<file path="src/rtl/pcu_pkg.sv">
package pcu_pkg;

    typedef enum logic [2:0] {
        CF_SEQ  = 3'd0,
        CF_BEQ  = 3'd1,
        CF_BNE  = 3'd2,
        CF_JMP  = 3'd3,
        CF_JAL  = 3'd4,
        CF_JREG = 3'd5
    } cflow_e;

    localparam int unsigned CLASS_W    = 3;
    localparam int unsigned WORD_SHIFT = 2;

endpackage

</file>
<file path="src/rtl/pcu_compare.sv">
module pcu_compare
    import pcu_pkg::*;
#(
    parameter int unsigned DATA_W = 32
) (
    input  logic                clk,
    input  logic                rst_n,
    input  logic [CLASS_W-1:0]  ctrl_class,
    input  logic [DATA_W-1:0]   opnd_a,
    input  logic [DATA_W-1:0]   opnd_b,
    output logic                br_take
);

    logic same;

    always_comb begin
        same    = (opnd_a == opnd_b);
        br_take = 1'b0;
        case (ctrl_class)
            CF_BEQ:  br_take = same;
            CF_BNE:  br_take = !same;
            default: br_take = 1'b0;
        endcase
    end

    // a branch decision needs a branch class and the right compare outcome
    a_r3_take_needs_branch: assert property (@(posedge clk) disable iff (!rst_n)
        br_take |-> ((ctrl_class == CF_BEQ && opnd_a == opnd_b) ||
                     (ctrl_class == CF_BNE && opnd_a != opnd_b)));

endmodule

</file>
<file path="src/rtl/pcu_addr_gen.sv">
module pcu_addr_gen
    import pcu_pkg::*;
#(
    parameter int unsigned ADDR_W = 32,
    parameter int unsigned IMM_W  = 16,
    parameter int unsigned TGT_W  = 26
) (
    input  logic [ADDR_W-1:0] pc_cur,
    input  logic [IMM_W-1:0]  imm,
    input  logic [TGT_W-1:0]  tgt,
    input  logic [ADDR_W-1:0] jr_raw,
    output logic [ADDR_W-1:0] seq_addr,
    output logic [ADDR_W-1:0] br_addr,
    output logic [ADDR_W-1:0] jmp_addr,
    output logic [ADDR_W-1:0] jr_addr,
    output logic              jr_bad
);

    localparam int unsigned EXT_W = ADDR_W - IMM_W - WORD_SHIFT;
    localparam int unsigned HI_W  = ADDR_W - TGT_W - WORD_SHIFT;
    localparam logic [ADDR_W-1:0] STEP = ADDR_W'(1 << WORD_SHIFT);

    logic [ADDR_W-1:0] offset;

    always_comb begin
        seq_addr = pc_cur + STEP;
        offset   = {{EXT_W{imm[IMM_W-1]}}, imm, {WORD_SHIFT{1'b0}}};
        br_addr  = seq_addr + offset;
        jmp_addr = {seq_addr[ADDR_W-1 -: HI_W], tgt, {WORD_SHIFT{1'b0}}};
        jr_addr  = {jr_raw[ADDR_W-1:WORD_SHIFT], {WORD_SHIFT{1'b0}}};
        jr_bad   = |jr_raw[WORD_SHIFT-1:0];
    end

endmodule

</file>
<file path="src/rtl/pc_step_unit.sv">
module pc_step_unit
    import pcu_pkg::*;
#(
    parameter int unsigned ADDR_W     = 32,
    parameter int unsigned IMM_W      = 16,
    parameter int unsigned TGT_W      = 26,
    parameter logic [31:0] RESET_ADDR = 32'h0
) (
    input  logic              clk,
    input  logic              rst_n,
    input  logic              stall,
    input  logic [2:0]        ctrl_class,
    input  logic [IMM_W-1:0]  imm16,
    input  logic [TGT_W-1:0]  jump_tgt,
    input  logic [ADDR_W-1:0] opnd_a,
    input  logic [ADDR_W-1:0] opnd_b,
    input  logic [ADDR_W-1:0] jr_value,
    output logic [ADDR_W-1:0] pc,
    output logic [ADDR_W-1:0] next_pc,
    output logic              taken,
    output logic [ADDR_W-1:0] link_addr,
    output logic              jr_misaligned
);

    typedef struct packed {
        logic [ADDR_W-1:0] pc;
        logic              misal;
    } seq_state_t;

    seq_state_t state_d, state_q;

    logic [ADDR_W-1:0] seq_addr, br_addr, jmp_addr, jr_addr;
    logic              jr_bad, br_take;
    logic [ADDR_W-1:0] sel_addr;
    logic              sel_taken;
    logic [ADDR_W-1:0] sel_link;

    pcu_compare #(.DATA_W(ADDR_W)) cmp_i (
        .clk        (clk),
        .rst_n      (rst_n),
        .ctrl_class (ctrl_class),
        .opnd_a     (opnd_a),
        .opnd_b     (opnd_b),
        .br_take    (br_take)
    );

    pcu_addr_gen #(.ADDR_W(ADDR_W), .IMM_W(IMM_W), .TGT_W(TGT_W)) agen_i (
        .pc_cur   (state_q.pc),
        .imm      (imm16),
        .tgt      (jump_tgt),
        .jr_raw   (jr_value),
        .seq_addr (seq_addr),
        .br_addr  (br_addr),
        .jmp_addr (jmp_addr),
        .jr_addr  (jr_addr),
        .jr_bad   (jr_bad)
    );

    always_comb begin
        sel_addr  = seq_addr;
        sel_taken = 1'b0;
        sel_link  = '0;
        case (ctrl_class)
            CF_BEQ, CF_BNE: begin
                sel_taken = br_take;
                sel_addr  = br_take ? br_addr : seq_addr;
            end
            CF_JMP: begin
                sel_taken = 1'b1;
                sel_addr  = jmp_addr;
            end
            CF_JAL: begin
                sel_taken = 1'b1;
                sel_addr  = jmp_addr;
                sel_link  = seq_addr;
            end
            CF_JREG: begin
                sel_taken = 1'b1;
                sel_addr  = jr_addr;
            end
            default: begin
                sel_taken = 1'b0;
                sel_addr  = seq_addr;
            end
        endcase

        state_d = state_q;
        if (!stall) begin
            state_d.pc = sel_addr;
            if (ctrl_class == CF_JREG && jr_bad) begin
                state_d.misal = 1'b1;
            end
        end
    end

    always_ff @(posedge clk) begin
        if (!rst_n) begin
            state_q <= '{pc: RESET_ADDR[ADDR_W-1:0], misal: 1'b0};
        end else begin
            state_q <= state_d;
        end
    end

    assign pc            = state_q.pc;
    assign next_pc       = sel_addr;
    assign taken         = sel_taken;
    assign link_addr     = sel_link;
    assign jr_misaligned = state_q.misal;

    // stalled edge keeps the PC
    a_r10_stall_holds: assert property (@(posedge clk) disable iff (!rst_n)
        $past(rst_n) && $past(stall) |-> $stable(pc));

    // unstalled edge loads the presented next address
    a_r10_loads_next: assert property (@(posedge clk) disable iff (!rst_n)
        !stall |=> pc == $past(next_pc));

    // misalignment flag is sticky
    a_r8_sticky: assert property (@(posedge clk) disable iff (!rst_n)
        jr_misaligned |=> jr_misaligned);

    // PC remains word aligned
    a_r7_pc_aligned: assert property (@(posedge clk) disable iff (!rst_n)
        pc[1:0] == 2'b00);

    // a return address is only offered on a transfer
    a_r6_link_only_taken: assert property (@(posedge clk) disable iff (!rst_n)
        (link_addr != '0) |-> taken);

endmodule

</file>
<file path="config.mk">
export PLATFORM = sky130hd
export DESIGN_NAME = pc_step_unit
export DESIGN_NICKNAME = d
export VERILOG_FILES = /design/src/rtl/pcu_pkg.sv /design/src/rtl/pcu_compare.sv /design/src/rtl/pcu_addr_gen.sv /design/src/rtl/pc_step_unit.sv
export SDC_FILE = /design/constraint.sdc
export NUM_CORES = 1
export LEC_CHECK = 0
export BUFFER_PORTS_ARGS = -buffer_cell sky130_fd_sc_hd__buf_4
export CAP_MARGIN = 30
export CORE_MARGIN = 4
export CORE_UTILIZATION = 43
export DETAILED_ROUTE_END_ITERATION = 12
export GPL_TIMING_DRIVEN = 0
export PLACE_DENSITY_LB_ADDON = 0.2
export RECOVER_POWER = 100
export SLEW_MARGIN = 15
export SYNTH_ARGS = -nofsm -noshare
export SYNTH_HDL_FRONTEND = slang
export SYNTH_HIERARCHICAL = 1
export SYNTH_SLANG_ARGS = --single-unit
</file>
<file path="constraint.sdc">
create_clock -name clk -period 3.95 [get_ports clk]
set_input_delay 0.5925 -clock clk [delete_from_list [all_inputs] [get_ports clk]]
set_output_delay 0.5925 -clock clk [all_outputs]
set_load 0.1 [all_outputs]
</file>
==> summary.md, run 1 <==
| Metric | Value |
|---|---|
| Clk slew on worst S/H paths | `approximately 0.060 ns` |
| # setup viols final | `34` |
| Clock Power Share | `13.7%` |
| Pwr/cell area | `274.7 nW/µm²` |
| Syn_area_per_cell | `slightly above 7 µm²` |
| Crit Path Max Fanout | `6` |
| Final Instance Area | `~11,000 µm²` |
| Least-Margin Pin Slew | `roughly 1.3 ns` |
| F_max | `0.2171 GHz` |
| Largest net degree at the start of global routing | `16` |
| First-iteration detailed-routing DRC count | `around 1,100` |
| Total clock sinks | `33` |
| Failing checks | `setup timing` |
| Min-delay worst type | `reg2reg` |
| Global-route wire length before repair | `45,080 µm` |
| Number of library cell types mapped by synthesis | `between 50 and 60` |
| Routed wire length | `30,840 µm` |
| H-tree levels | `2` |
| Dpl hpwl | `20,960 µm` |
| Dominant cell type by area after synthesis | `dfxtp_1` |
| End-of-flow core utilization | `between 70 and 80%` |
| Period utilisation layout | `116.6%` |
| CP required | `3.36 ns` |
| Post-DR vias/cell | `about 6.3` |
| DR pass1 iterations | `10` |
| Clock insertion delay at the later pin of the skew report | `between 0.2 and 0.3 ns` |
| Area grow syn2layout | `61.94%` |
| Startpoint types | `flip-flop` |
| Post-synth ARST share | `0%` |
| Vias in the first global route | `roughly 8,500` |
| Seq/Total Area, Yosys | `10.02%` |
| Final #Nets | `around 1,400` |
| Run status | `complete, but fails checks` |
| Setup slack after layout | `-0.6568 ns` |
| Internal power | `roughly 1.4 mW` |
| DR WL/cell | `between 20 and 25 µm` |
| Clock skew | `0.006200 ns` |
| CP Capture Type | `primary output` |
| Max-Cap Viols | `0` |
| #FFs+latches synth | `33` |
| Static power due to leakage | `4.625 nW` |
| Initial antenna violation count | `0` |
| Relative slew slack | `roughly 17%` |
| Post-synth top area share | `between 10% and 20%` |
| Inserted Clock Buffers | `5` |
| Die footprint | `around 17,000 µm²` |
| # diodes | `0` |
| Tot GR Track Use | `about a third` |
| CTS tree | `done` |
| CTS Buffer Depth | `2` |
| DRC violations left | `0` |
| Die height | `around 130 µm` |
| Hold WS | `0.5151 ns` |
| Gate power share | `72.3%` |
| Port Buffers | `183` |
| Crit Path Category | `reg2out` |
| Via count | `around 8,800` |
| Grt ovf | `0` |
| EDFF count, synth | `0` |
| Sequential cell fraction of total power | `between 10% and 20%` |
| Ranking of synthesized cells by area | `dfxtp_1 10%, buf_4 8.1%, a21oi_1 7.3%` |
| Filler Cell Count | `about 1,100` |
| Mapped Cells | `about 920` |
| Antenna-violating nets left | `0` |
| Placed inst area | `approximately 8600 µm²` |
| Syn Std Cell Area | `about 6600 µm²` |
| Final max-slew violation count | `0` |
| Syn. warnings | `6` |
| Post-layout minimum cycle time | `between 4 and 5 ns` |
| Maximum vdd drop | `approximately 0.21 mV` |
| Total core area | `around 15,000 µm²` |
| Num ports | `between 200 and 250` |
| Sw Share | `between 50 and 60%` |
| Worst EP arrival | `4.01 ns` |
| Row cnt | `44` |
| Die W | `about 130 µm` |
| Unrepaired setup endpoints after global routing | `yes` |
| Fin. Hold Viols | `0` |
| Share of layout cells above drive strength 1 | `48.59%` |
| Initial Utilization | `between 40% and 50%` |
| RePlAce Congestion | `between 0.9 and 1` |
| Root buf cell | `clkbuf_16` |
| Psw | `between 1.5 and 2 mW` |
| Top_reg_cell synth | `dfxtp_1` |
## routing by layer
layer  global-route usage, %  share of wire (%)  vias up
met5                       0                  0        -
met4                   17.15                6.7        0
met3                   5.840                9.8      154
met2                   51.38                 46      690
met1                   39.87                 37     4088
li1                        -                  -     3904
## sequential cells by signal (all words and copies together) (netlist names)
register and cells:
pc 32, jr_misaligned 1
## through the flow
step,setup slack (ns),setup TNS [ns],power (mW),std cells
2_1_floorplan,-0.2268,-1.353,1.682,918
3_3_place_gp,-1.103,-21.96,2.066,1285
3_5_place_dp,-1.046,-15.59,2.078,1286
4_1_cts,-0.6316,-8.037,2.787,1368
5_1_grt,-0.8020,-20.39,3.035,1392
6_report,-0.6568,-14.56,2.932,1392
## path summary, 6_finish.rpt
path,cells past startpoint,startpoint,slack (ns),endpoint
min reg2reg,1,jr_misaligned,0.52,jr_misaligned
max,18,pc[7],-0.66,next_pc[30]
max reg2reg,24,pc[7],-0.44,pc[23]
min,1,jr_misaligned,0.52,jr_misaligned
## worst max-delay path: stages, from the launching register on
cell and delay [ns]:
dfxtp_4 0.36, and4_4 0.25, and3_4 0.19, and2b_2 0.16, buf_8 0.13, nand4_1 0.20
xnor2_4 0.29, ha_4 0.27, a21oi_4 0.16, o21ai_1 0.12, a31oi_1 0.21, o211ai_1 0.13
a41oi_2 0.20, o21ai_1 0.10, xor2_1 0.18, a211oi_1 0.24, a21oi_1 0.09, or2_4 0.27
buf_12 0.16
## layout make-up
class | count | area [µm²] | area share (%)
plain buffers | 134 | 852.1 | 7.983
clock buffers | 7 | 132.6 | 1.243
clock inverters | 1 | 3.754 | 0.03517
inverters | 11 | 41.29 | 0.3868
multi-input cells | 737 | 6445 | 60.38
flip-flops and latches | 33 | 740.7 | 6.939
well taps | 184 | 230.2 | 2.157
repair buffers | 285 | 2228 | 20.88
## synth_stat cells (all sizes together) (31+ instances only)
| library cell | number |
|---|---|
| or2 | 32 |
| a21oi | 96 |
| nand2b | 32 |
| and3 | 38 |
| xor2 | 50 |
| buf | 90 |
| a211oi | 31 |
| dfxtp | 33 |
| nor2b | 33 |
| ha | 33 |
| clkbuf | 47 |
| nand2 | 74 |
| xnor2 | 39 |
## power groups by stage
stage,sequential (mW),combinational [mW],clock [mW]
CTS,0.412,1.98,0.398
detailed placement,0.415,1.66,0
finish,0.412,2.12,0.401
floorplan,0.596,1.09,0
global placement,0.414,1.65,0
global route,0.416,2.20,0.419
## what timing repair did
| item | in CTS | in global routing |
|---|---|---|
| setup buffers | 78 | 29 |
| gates resized for setup | 209 | 82 |
| endpoints found under the setup margin | 38 | 39 |
| pin swaps | 76 | 44 |
| hold buffers | 0 | 0 |
## cells in the final DEF (no fill, tap or decap), drive strengths merged, types with 33 or more instances in the layout
cell type  instances
a21oi             96
and3              38
buf              311
clkbuf           115
dfxtp             33
ha                33
nand2             74
nor2b             33
xnor2             39
xor2              50
## cell families after synthesis
family          synth area share [%]
compound gates                 28.72
other cells                  0.05689
simple gates                   28.30
xor+xnor                       12.05
fa+ha+maj                      6.720
flops                          10.02
buf+inv                        13.06
mux                            1.063
Note: power is estimated with default switching activity, not from simulation.
==> inputs of run 2 (changes only) <==
--- a/config.mk
+++ b/config.mk
@@ -12,9 +12,8 @@
 export DETAILED_ROUTE_END_ITERATION = 12
 export GPL_TIMING_DRIVEN = 0
 export PLACE_DENSITY_LB_ADDON = 0.2
-export RECOVER_POWER = 100
-export SLEW_MARGIN = 15
+export RECOVER_POWER = 25
+export SLEW_MARGIN = 20
 export SYNTH_ARGS = -nofsm -noshare
 export SYNTH_HDL_FRONTEND = slang
-export SYNTH_HIERARCHICAL = 1
 export SYNTH_SLANG_ARGS = --single-unit
==> summary.md, run 2 <==
| Metric | Value |
|---|---|
| Seq/Total Area, Yosys | `about an eighth` |
| Most instantiated cells after synthesis | `65 x nor2_1, 52 x xor2_1, 47 x a21oi_1, 47 x nand2_1` |
| #FFs+latches synth | `33` |
| Die footprint | `between 10,000 and 15,000 µm²` |
| Crit Path Category | `reg2out` |
| Least-Margin Pin Slew | `around 1.2 ns` |
| Post-synth top area share | `~13%` |
| EDFF count, synth | `0` |
| Global-route wire length before repair | `approximately 39,000 µm` |
| First-iteration detailed-routing DRC count | `770` |
| Initial antenna violation count | `0` |
| Final max-slew violation count | `0` |
| Count leader, synth | `nor2_1` |
| F_max | `roughly 0.21 GHz` |
| Reg-to-reg setup timing slack | `-0.10 ns` |
| Port Buffers | `240` |
| Relative slew slack | `a little over a fifth` |
| Dominant cell type by area after synthesis | `dfxtp_1` |
| Top_reg_cell synth | `dfxtp_1` |
| Hold WS | `0.4909 ns` |
| CP Capture Type | `primary output` |
| Die W | `about 120 µm` |
| Setup slack after layout | `-0.7598 ns` |
| Dpl hpwl | `a little under 20,000 µm` |
| Hold Path Cell Cnt | `2` |
| Mapped Cells | `724` |
| Root buf cell | `clkbuf_16` |
| Startpoint types | `flip-flop` |
| Maximum vdd drop | `0.2799 mV` |
| Share of layout cells above drive strength 1 | `roughly half` |
| Grt ovf | `0` |
| Post-DR vias/cell | `6.316` |
| Syn_area_per_cell | `7.177 µm²` |
| Failing checks | `setup timing` |
| Antenna-violating nets left | `0` |
| R2R depth | `17` |
| Vias in the first global route | `slightly above 7,000` |
| Post-synth ARST share | `0%` |
| Most frequent cells in the layout | `262 x buf_4, 51 x nor2_1, 46 x xor2_1` |
| Reg-to-Reg End | `pc[31]` |
| Worst r2r src | `pc[6]` |
| Total clock sinks | `33` |
| Row cnt | `39` |
| End-of-flow core utilization | `between 70% and 80%` |
| Number of library cell types mapped by synthesis | `a little over 80` |
| H-tree levels | `2` |
| Hold Path Sink | `pc[0]` |
| CTS tree | `done` |
| CTS Buffer Depth | `2` |
| Clock insertion delay at the later pin of the skew report | `~0.29 ns` |
| Initial Utilization | `between 40 and 50%` |
| Via count | `between 7,000 and 8,000` |
| Syn Std Cell Area | `between 5000 and 6000 µm²` |
| Num ports | `242` |
| Final #Nets | `between 1,000 and 1,500` |
| DR pass1 iterations | `7` |
| Syn nets | `around 900` |
| Post-layout minimum cycle time | `4.710 ns` |
| Routed wire length | `~27,000 µm` |
| # setup viols final | `18` |
| Inserted Clock Buffers | `5` |
| Die height | `between 100 and 150 µm` |
| Unrepaired setup endpoints after global routing | `yes` |
| Area grow syn2layout | `78.40%` |
| DR WL/cell | `about 23 µm` |
| Design Power | `2.600 mW` |
| # diodes | `0` |
| Pwr/cell area | `around 280 nW/µm²` |
| Ranking of synthesized cells by area | `dfxtp_1 13%, xor2_1 8.8%, ha_1 8.4%` |
| Clk slew on worst S/H paths | `around 0.060 ns` |
| Total core area | `approximately 12,000 µm²` |
| Min-delay worst type | `reg2reg` |
| Largest net degree at the start of global routing | `19` |
| Syn. warnings | `0` |
| RePlAce Congestion | `0.9643` |
| Fin. Hold Viols | `0` |
| Filler Cell Count | `roughly 790` |
| Max-Cap Viols | `0` |
| DRC violations left | `0` |
| Hold_sp | `pc[0]` |
| Crit Path Max Fanout | `10` |
| Clock skew | `0.008925 ns` |
| Commonest non-fill, non-tap cell in the layout | `buf_4` |
| Max reg flops | `32` |
| Period utilisation layout | `119.2%` |
| CP required | `3.36 ns` |
| Tot GR Track Use | `35.36%` |
| Run status | `complete, but fails checks` |
| Worst EP arrival | `just over 4 ns` |
| Static power due to leakage | `slightly above 4 nW` |
-- run 2: cell types whose count changed after synthesis, moves of 18 or more --
cell      delta
nor2_1      +42
nor3b_1     -27
inv_1       +19
nand2_1     -27
o311a_1     -28
a21oi_1     -49
a311oi_1    -28
and3_1      -24
a211oi_1    -27
buf_4       -71
nand2b_1    -18
-- run 2: area by class of cell --
type / count / area [µm²] / area share (%)
multi-input combinational: 616 / 5395 / 58.20
timing repair buffer: 311 / 2501 / 26.98
sequential: 33 / 721.9 / 7.788
buffer: 39 / 212.7 / 2.295
tap: 143 / 178.9 / 1.930
clock buffer: 5 / 125.1 / 1.350
inverter: 31 / 118.9 / 1.282
clock inverter: 3 / 16.27 / 0.1755
-- run 2: worst max path at each step --
stage                  end  depth (start not counted)  slack [ns]  startpoint
2_1_floorplan  next_pc[23]                         15       -0.66       pc[4]
3_3_place_gp   next_pc[31]                         14       -0.95       pc[8]
3_5_place_dp   next_pc[31]                         14       -0.97       pc[8]
4_1_cts        next_pc[31]                         15       -0.66       pc[2]
5_1_grt        next_pc[24]                         15       -0.86       pc[4]
6_report       next_pc[31]                         16       -0.76       pc[6]
-- run 2: critical path, stage by stage, from the launching register on --
cell	delay [ns]
dfxtp_4	0.37
nand4_4	0.14
or4_4	0.66
nor2_4	0.18
buf_4	0.13
buf_4	0.12
nand3_4	0.09
xnor2_4	0.23
ha_4	0.23
clkbuf_8	0.16
and3_1	0.20
nand3_1	0.10
a21oi_2	0.05
o31a_1	0.31
or4b_4	0.57
nand3_4	0.09
buf_12	0.17
-- run 2: logic make-up (layout without fill, tap and decap cells) --
group | count (synthesis) | count (layout) | synth area share, %
buffers and inverters | 75 | 389 | 5.851
AND/OR/NAND/NOR | 267 | 267 | 27.21
AO/OA/AOI/OAI | 236 | 236 | 32.27
flip-flops | 33 | 33 | 12.71
multiplexers | 1 | 1 | 0.1926
XOR/XNOR | 76 | 76 | 12.95
adder cells (fa/ha/maj) | 36 | 36 | 8.813
-- run 2: power by group --
group	internal [mW]	switching, mW
Sequential	0.358	0.0415
Clock	0.232	0.177
Combinational	0.631	1.16
Total	1.22	1.38
-- run 2: through the flow --
stage,std cells,area (µm²),setup WS [ns],setup TNS [ns]
2_1_floorplan,724,5831,-0.6569,-4.982
3_3_place_gp,1107,7811,-0.9488,-9.411
3_5_place_dp,1107,7811,-0.9714,-9.376
4_1_cts,1155,8693,-0.6567,-5.463
5_1_grt,1181,9270,-0.8634,-9.621
6_report,1181,9270,-0.7598,-7.499
-- run 2: repair_timing --
item	in CTS	in global routing
gates resized for setup	99	86
setup buffers	42	29
setup endpoints to repair	27	28
pin swaps	49	51
hold buffers	0	0
-- run 2: per-layer routing --
metal,share of wire [%],track usage (%)
met1,36,42.59
met2,47,60.58
met3,11,8.265
met4,5.4,14.14
met5,0,0
==> inputs of run 3 (changes only) <==
--- a/config.mk
+++ b/config.mk
@@ -7,13 +7,14 @@
 export LEC_CHECK = 0
 export BUFFER_PORTS_ARGS = -buffer_cell sky130_fd_sc_hd__buf_4
 export CAP_MARGIN = 30
-export CORE_MARGIN = 4
 export CORE_UTILIZATION = 43
 export DETAILED_ROUTE_END_ITERATION = 12
 export GPL_TIMING_DRIVEN = 0
+export HOLD_SLACK_MARGIN = 0.05
 export PLACE_DENSITY_LB_ADDON = 0.2
 export RECOVER_POWER = 25
 export SLEW_MARGIN = 20
 export SYNTH_ARGS = -nofsm -noshare
 export SYNTH_HDL_FRONTEND = slang
+export SYNTH_HIERARCHICAL = 1
 export SYNTH_SLANG_ARGS = --single-unit
==> summary.md, run 3 (synthesis results as in run 1) <==
| Metric | Value |
|---|---|
| Run status | `complete, but fails checks` |
| Failing checks | `setup timing` |
| Vias in the first global route | `~8,600` |
| Row cnt | `44` |
| CTS Hold Bufs | `0` |
| Hold WS | `0.5341 ns` |
| Crit Path Category | `reg2out` |
| Crit Path Max Fanout | `4` |
| Sequential cell fraction of total power | `13.3%` |
| H-tree levels | `2` |
| Initial Utilization | `between 40% and 50%` |
| Max-Cap Viols | `0` |
| # diodes | `0` |
| Sw Share | `about half` |
| Most frequent cells in the layout | `318 x buf_4, 61 x a21oi_1, 60 x clkbuf_1` |
| Max reg flops | `32` |
| Die footprint | `approximately 16,000 µm²` |
| Root buf cell | `clkbuf_16` |
| DR pass1 iterations | `5` |
| Total clock sinks | `33` |
| Gate power share | `70.9%` |
| Post-layout minimum cycle time | `around 4.7 ns` |
| Largest net degree at the start of global routing | `16` |
| # setup viols final | `27` |
| Dpl hpwl | `between 20,000 and 25,000 µm` |
| Total core area | `~15,000 µm²` |
| Startpoint types | `flip-flop` |
| Worst EP arrival | `a little over 4 ns` |
| Clock insertion delay at the later pin of the skew report | `0.29 ns` |
| Min-delay worst type | `reg2reg` |
| Antenna-violating nets left | `0` |
| Placed inst area | `8602 µm²` |
| Grt ovf | `0` |
| Final #Nets | `1,403` |
| Unrepaired setup endpoints after global routing | `yes` |
| Maximum vdd drop | `~0.26 mV` |
| Relative slew slack | `16.38%` |
| Psw | `1.602 mW` |
| CP required | `about 3.4 ns` |
| Clk slew on worst S/H paths | `approximately 0.06 ns` |
| F_max | `~0.21 GHz` |
| Post-DR vias/cell | `roughly 6.5` |
| DR WL/cell | `around 23 µm` |
| RePlAce Congestion | `0.9418` |
| CTS Buffer Depth | `2` |
| Setup slack after layout | `-0.7082 ns` |
| Fin. Hold Viols | `0` |
| Final Instance Area | `about 11,000 µm²` |
| Inserted Clock Buffers | `5` |
| Final max-slew violation count | `0` |
| Clock Power Share | `between 15 and 20%` |
| Share of layout cells above drive strength 1 | `50.90%` |
| Routed wire length | `between 30,000 and 40,000 µm` |
| Least-Margin Pin Slew | `about 1.3 ns` |
| Die height | `125.8 µm` |
| Port Buffers | `about 180` |
| First-iteration detailed-routing DRC count | `1,056` |
| Period utilisation layout | `117.9%` |
| Internal power | `approximately 1.5 mW` |
| Tot GR Track Use | `a little over a third` |
| Global-route wire length before repair | `around 46,000 µm` |
| CP Capture Type | `primary output` |
| Via count | `slightly above 9,000` |
| CTS tree | `done` |
| Clock skew | `0.008500 ns` |
| Num ports | `roughly 240` |
| Commonest non-fill, non-tap cell in the layout | `buf_4` |
| Die W | `approximately 130 µm` |
| DRC violations left | `0` |
| Static power due to leakage | `around 4.8 nW` |
| Design Power | `approximately 3.1 mW` |
| Pwr/cell area | `about 280 nW/µm²` |
| Area grow syn2layout | `66.51%` |
| Initial antenna violation count | `0` |
## run 3: changes by cell type in the layout (fill, tap and decap cells not counted), moves of 19 or more
cell	before	now
nor3b_1	2	29
and3_1	10	36
a311oi_1	0	29
a21oi_1	32	61
o311a_1	2	30
or2_4	1	20
o21ai_0	26	7
nor2_1	51	17
buf_4	262	318
nand2_1	32	53
## run 3: what timing repair did
| item | CTS | global route |
|---|---|---|
| setup buffers | 94 | 28 |
| setup endpoints to repair | 37 | 41 |
| pin swaps | 65 | 50 |
| gates resized for setup | 192 | 97 |
## run 3: layout make-up
| type | count | area, µm² |
|---|---|---|
| clock buffers | 7 | 142.6 |
| fillers | 1064 | 3779 |
| clock inverters | 1 | 30.03 |
| inverters | 11 | 41.29 |
| flip-flops and latches | 33 | 740.7 |
| multi-input cells | 737 | 6461 |
| repair buffers | 304 | 2485 |
| plain buffers | 133 | 844.6 |
| well taps | 184 | 230.2 |
## run 3: path summary, 6_finish.rpt
path              slack [ns]          start             to  cells after the start
setup / recovery       -0.71          pc[5]    next_pc[29]                     19
hold / removal          0.53  jr_misaligned  jr_misaligned                      1
setup reg to reg       -0.51          pc[5]         pc[18]                     26
hold reg to reg         0.53  jr_misaligned  jr_misaligned                      1
## run 3: routing by layer
metal	GRT usage (%)	vias to the layer above	part of all wire, %
met5	0	-	0
met2	60.85	770	46
met1	44.35	4251	37
li1	-	3932	-
met4	19.28	0	7.5
met3	5.862	212	10
## run 3: critical path, cell delays in order, from the launching register on
cell and delay [ns]:
dfxtp_4 0.35, and4_4 0.25, buf_4 0.13, nand2_2 0.07
nor2_4 0.16, buf_6 0.12, nand3_4 0.09, xnor2_4 0.19
ha_4 0.31, buf_4 0.14, nand2_4 0.07, buf_4 0.14
nor2_1 0.28, nand3_1 0.24, a41oi_2 0.32, xor2_2 0.14
a211oi_2 0.23, a21oi_2 0.06, or2_4 0.28, buf_6 0.18
## run 3: power by group through the flow
stage	combinational (mW)	sequential, mW	clock, mW
after CTS	1.99	0.410	0.483
after global routing	2.28	0.418	0.506
final	2.21	0.416	0.493
after detailed placement	1.66	0.415	0
after global placement	1.65	0.414	0
after floorplan	1.09	0.596	0
## run 3: through the flow
step                      TNS (ns)  cells  util (%)  setup WS [ns]
after floorplan             -1.353    918         -        -0.2268
after global placement      -20.57   1285     58.25         -1.017
after detailed placement    -14.36   1285     58.30         -1.012
after CTS                   -7.572   1385     70.79        -0.7121
after global routing        -15.60   1410     74.39        -0.8611
final                       -12.59   1410     74.39        -0.7082
